### config.mk
export PLATFORM = sky130hd
export DESIGN_NAME = trng_debias_core
export DESIGN_NICKNAME = d
export VERILOG_FILES = /design/src/rtl/trng_debias_core.sv
export SDC_FILE = /design/constraint.sdc
export NUM_CORES = 1
export LEC_CHECK = 0
export ABC_CLOCK_PERIOD_IN_PS = 2100
export BUFFER_PORTS_ARGS = -buffer_cell sky130_fd_sc_hd__buf_4
export CORE_ASPECT_RATIO = 1.4
export CORE_MARGIN = 1.5
export CORE_UTILIZATION = 50
export CTS_BUF_LIST = sky130_fd_sc_hd__clkbuf_16
export DETAILED_ROUTE_END_ITERATION = 6
export MAX_ROUTING_LAYER = met4
export PLACE_DENSITY = 0.88
export SYNTH_ARGS = -nofsm -noshare
export SYNTH_HDL_FRONTEND = slang
export SYNTH_SLANG_ARGS = --single-unit
### constraint.sdc
create_clock -name clk -period 2.1 [get_ports clk]
set_input_delay 0.105 -clock clk [delete_from_list [all_inputs] [get_ports clk]]
set_output_delay 0.105 -clock clk [all_outputs]
set_load 0.1 [all_outputs]
### src/rtl/trng_debias_core.sv
`timescale 1ns/1ps
module trng_debias_core #(
  parameter int RES_W = 32,
  parameter int FLD_W = 8
) (
  input  logic             clk,
  input  logic             rst_n,
  input  logic [31:0]      ctrl_word,
  input  logic             gen_en,
  input  logic             raw_bit,
  input  logic             ap_detect,
  input  logic             rc_detect,
  input  logic             word_rd,
  output logic [RES_W-1:0] result_word,
  output logic             word_ready,
  output logic             init_done
);
  localparam int CNT_W    = $clog2(RES_W + 1);
  localparam int SDIV_LSB = 0;
  localparam int RDIV_LSB = 8;
  localparam int IDLY_LSB = 16;
  localparam int VN_BIT   = 24;
  localparam int SAP_BIT  = 28;
  localparam int SRC_BIT  = 29;
  localparam logic [CNT_W-1:0] FULL = CNT_W'(RES_W);

  logic [FLD_W-1:0] smp_div, red_div, init_dly;
  logic vn_en, stop_ap, stop_rc;
  logic unused_ctrl;

  assign smp_div  = ctrl_word[SDIV_LSB +: FLD_W];
  assign red_div  = ctrl_word[RDIV_LSB +: FLD_W];
  assign init_dly = ctrl_word[IDLY_LSB +: FLD_W];
  assign vn_en    = ctrl_word[VN_BIT];
  assign stop_ap  = ctrl_word[SAP_BIT];
  assign stop_rc  = ctrl_word[SRC_BIT];
  assign unused_ctrl = ^{ctrl_word[31:30], ctrl_word[27:25]};

  logic             halted;
  logic [FLD_W-1:0] smp_cnt, drop_cnt, red_cnt;
  logic             dropping, red_acc;
  logic             pair_full, pair_old;
  logic [RES_W-1:0] res_q;
  logic [CNT_W-1:0] bit_cnt;
  logic             init_q;

  logic active, stop_now, run, tick, keep, acc_next, red_done, accept, abit, drop_last;

  assign active    = gen_en & ~halted;
  assign stop_now  = active & ((ap_detect & stop_ap) | (rc_detect & stop_rc));
  assign run       = active & ~stop_now;
  assign tick      = run & (smp_cnt == smp_div);
  assign drop_last = tick & dropping & (drop_cnt == init_dly);
  assign keep      = tick & ~dropping;
  assign acc_next  = red_acc ^ raw_bit;
  assign red_done  = keep & (red_cnt == red_div);
  assign accept    = red_done & (~vn_en | (pair_full & (pair_old != acc_next)));
  assign abit      = vn_en ? pair_old : acc_next;

  always_ff @(posedge clk or negedge rst_n) begin
    if (!rst_n)            halted <= 1'b0;
    else if (!gen_en)      halted <= 1'b0;
    else if (stop_now)     halted <= 1'b1;
  end

  always_ff @(posedge clk or negedge rst_n) begin
    if (!rst_n)            smp_cnt <= '0;
    else if (!run || tick) smp_cnt <= '0;
    else                   smp_cnt <= smp_cnt + 1'b1;
  end

  always_ff @(posedge clk or negedge rst_n) begin
    if (!rst_n) begin
      dropping <= 1'b1;
      drop_cnt <= '0;
      init_q   <= 1'b0;
    end else if (!run) begin
      dropping <= 1'b1;
      drop_cnt <= '0;
      init_q   <= 1'b0;
    end else if (drop_last) begin
      dropping <= 1'b0;
      init_q   <= 1'b1;
    end else if (tick && dropping) begin
      drop_cnt <= drop_cnt + 1'b1;
    end
  end

  always_ff @(posedge clk or negedge rst_n) begin
    if (!rst_n) begin
      red_cnt <= '0;
      red_acc <= 1'b0;
    end else if (!run || red_done) begin
      red_cnt <= '0;
      red_acc <= 1'b0;
    end else if (keep) begin
      red_cnt <= red_cnt + 1'b1;
      red_acc <= acc_next;
    end
  end

  always_ff @(posedge clk or negedge rst_n) begin
    if (!rst_n) begin
      pair_full <= 1'b0;
      pair_old  <= 1'b0;
    end else if (!run) begin
      pair_full <= 1'b0;
    end else if (red_done && vn_en) begin
      pair_full <= ~pair_full;
      if (!pair_full) pair_old <= acc_next;
    end
  end

  always_ff @(posedge clk or negedge rst_n) begin
    if (!rst_n)      res_q <= '0;
    else if (accept) res_q <= {res_q[RES_W-2:0], abit};
  end

  always_ff @(posedge clk or negedge rst_n) begin
    if (!rst_n)                       bit_cnt <= '0;
    else if (!run)                    bit_cnt <= '0;
    else if (word_rd)                 bit_cnt <= accept ? CNT_W'(1) : '0;
    else if (accept && bit_cnt != FULL) bit_cnt <= bit_cnt + 1'b1;
  end

  assign result_word = res_q;
  assign word_ready  = (bit_cnt == FULL);
  assign init_done   = init_q;

  assert_cnt_bound_R7: assert property (@(posedge clk) disable iff (!rst_n)
    bit_cnt <= FULL);
  assert_read_clears_R7: assert property (@(posedge clk) disable iff (!rst_n)
    word_rd |=> !word_ready);
  assert_init_off_R3: assert property (@(posedge clk) disable iff (!rst_n)
    !gen_en |=> !init_done);
  assert_init_on_tick_R3: assert property (@(posedge clk) disable iff (!rst_n)
    $rose(init_done) |-> $past(tick));
  assert_stop_freeze_R8: assert property (@(posedge clk) disable iff (!rst_n)
    stop_now |=> ($stable(result_word) && !word_ready && !init_done));
  assert_halt_hold_R9: assert property (@(posedge clk) disable iff (!rst_n)
    (halted && gen_en) |=> $stable(result_word));
endmodule

==> results_dict.tcl <==
set metrics [dict create \
    clock_path_buffers 2 \
    num_vias 2807 \
    layout.nets 448 \
    post-route-util_pct 69.6 \
    yosysTopAreaCell "dfrtp_1" \
    fin_skew_ns 0.00548 \
    layoutNonFillerInstCount 504 \
    worst_pin_slew_ns 0.838 \
    antenna_found_initial 0 \
    ir_drop_mv 0.472 \
    crit_path_end_kind "flop" \
    syn2layout_area_growth_pct 36.1 \
    fin_crit_ns 2.09 \
    worst_slack_ns 0.00682 \
    power_mw 3.06 \
    slew_viol_final 0 \
    synth_area_leaders "dfrtp_1 (47%), mux2_4 (13%), xor2_1 (5.2%)" \
    hold_violations 0 \
    dp_cells 484 \
    hp-class "in -> reg" \
    htree_levels 3 \
    grt_pass1_vias 2769 \
    crit_type "reg -> reg" \
    rsz0062_at_grt "yes" \
    synth-seq-cells 68 \
    diodes 0 \
    post-synth-top-count-cell "dfrtp_1" \
    critPathMaxFanout 16 \
    die_h_um 103 \
    synth_edf_count 0 \
    rows 36 \
    rr_startpoint "red_cnt[4]" \
    drt_pass1_iterations 4 \
    holdCritStartpoint "gen_en" \
    synthesis.instances 306 \
    slowest_stage "or3_4" \
    layout-drive-gt1-share_pct 42.3 \
    reg2regPathDepth 6 \
    initial_utilization_pct 51.2 \
    worstHoldPathCells 2 \
    cts_tree "yes" \
    syn_avg_cell_area_sq_um 11.6 \
    num_io_pins 73 \
    drt-met1-wl_um 3340 \
    gp_congestion 0.904 \
    dp_slack_ns -0.143 \
    critPathArrivalTime_ns 2.30 \
    yosysSeqAreaShare_pct 48.0 \
    fin_crit_sh_pct 99.7 \
    synth.top_cell.area_share_pct 47.2 \
    grt_max_degree 69 \
    worstPathRequired_ns 2.31 \
    start_kind "flop" \
    dpl.hpwl_um 5510 \
    portBuffers 67 \
    r2r_setup_slack_ns 0.007 \
    cts_buffers 9 \
    cts.sinks 68 \
    drt-total-wl_um 8250 \
    synth_nets 350 \
    yosysUniqueCellTypes 42 \
    crit_chain "xor2_1 > nor4_4 > nand3_2 > or3_4 > buf_12 > mux2_4" \
    die_area_sq_um 7620 \
    max_freq_ghz 0.478 \
    clkSlewWorstSetupHoldPaths_ns 0.05 \
    ys.flop_type "dfrtp_1" \
    status "completed" \
    power_density_nw_per_um2 633 \
    slew_headroom_pct 44.1 \
    synth_area_sq_um 3550 \
    grt_overflow 0 \
    min_to "halted" \
    die_w_um 74.2 \
    grt_pass1_wl_um 12800 \
    clkLatencyLatePin_ns 0.33 \
    route.met2.wl_um 4410 \
    routedWlPerCell_um 16.4 \
    critPathMaxStageDelay_ns 0.43 \
    maxCapViolations 0 \
    yosys_warnings 0 \
    setup_viol 0 \
    synth_commonest_cells "dfrtp_1 (67), mux2_4 (30), nand2_1 (22)" \
    core_region_area_sq_um 6940 \
    dr_wl_met3_um 343 \
    drtIter0Drc 128 \
    ant_nets 0 \
    rr_endpoint "result_word[11]" \
    topRoutingLayerUsed "met4" \
    grt_usage_pct 23.1 \
    cts_root_buffer "clkbuf_16" \
    viasPerCell 5.57 \
    async_flop_share_pct 100 \
    leakagePower_nw 2.36 \
    drc 0 \
]
==> kinds of logic after synthesis <==
| family | Yosys count | synth area share, % |
|---|---|---|
| compound gates | 41 | 6.91 |
| xor+xnor | 32 | 8.32 |
| fa+ha+maj | 5 | 1.76 |
| buf+inv | 18 | 2.61 |
| flops | 68 | 48.0 |
| mux | 42 | 16.2 |
| simple gates | 100 | 16.3 |
==> sequential cells by signal (all words and copies together) (netlist names) <==
| signal | count |
|---|---|
| result_word | 32 |
| drop_cnt | 8 |
| red_cnt | 8 |
| smp_cnt | 8 |
| bit_cnt | 6 |
| dropping | 1 |
| halted | 1 |
| init_done | 1 |
| pair_full | 1 |
| pair_old | 1 |
| red_acc | 1 |
==> worst max-delay path by stage <==
stage	startpoint	to	depth (start not counted)
after CTS	smp_cnt[7]	result_word[11]	6
after global placement	smp_cnt[1]	result_word[3]	6
after floorplan	bit_cnt[0]	bit_cnt[0]	7
after global routing	smp_cnt[2]	result_word[4]	6
final	red_cnt[4]	result_word[11]	6
after detailed placement	smp_cnt[2]	result_word[11]	6
==> power breakdown <==
group	leakage, nW	switching [mW]	internal [mW]
combinational	1.26	0.0954	0.0789
sequential	0.940	0.00238	1.32
clock	0.158	0.541	1.02
total	2.36	0.639	2.42
==> layer usage <==
layer | vias to the layer above | track usage (%)
met3 | 15 | 4.11
met2 | 88 | 40.0
li1 | 1301 | -
met5 | - | -
met4 | 0 | 10.1
met1 | 1403 | 25.6
==> worst max-delay path: cells and delay by family (launching register included) <==
kind | cells | cell delay (ns)
xor+xnor | 1 | 0.18
buf+inv | 1 | 0.18
flops | 1 | 0.40
mux | 1 | 0.31
simple gates | 3 | 0.90
==> cells in the final DEF, fill, tap and decap left out, types with 8 or more instances in the layout <==
cell / n
xor2_1: 21
mux2_4: 30
dfrtp_1: 67
a21oi_1: 17
xnor2_1: 9
clkbuf_16: 9
nand2_1: 21
buf_4: 94
mux2i_1: 9
nand3_1: 9
o21ai_0: 8
nor2_1: 13
==> area by class of cell <==
| type | count | area (sq um) |
|---|---|---|
| Timing Repair Buffer | 98 | 774 |
| Sequential cell | 68 | 1700 |
| Multi-Input combinational cell | 220 | 1900 |
| Inverter | 7 | 26.3 |
| Tap cell | 95 | 119 |
| Clock inverter | 7 | 82.6 |
| Fill cell | 508 | 2110 |
| Clock buffer | 9 | 225 |
==> per-stage QoR <==
step	instance area, sq um	setup TNS, ns	hold slack [ns]
after floorplan	3590	-2.28	-0.191
after global placement	4360	-1.72	0.258
after detailed placement	4360	-4.21	0.266
after CTS	4760	-2.18	0.0457
after global routing	4830	-2.12	0.0655
final	4830	0	0.0505
==> timing repair <==
item	CTS	global route
cloned	1	0
pin swaps	10	6
setup buffers	1	1
endpoints found under the hold margin	67	0
resized for setup	11	12
hold buffers	1	0
setup endpoints to repair	38	48
(Power assumes the default switching activity.)
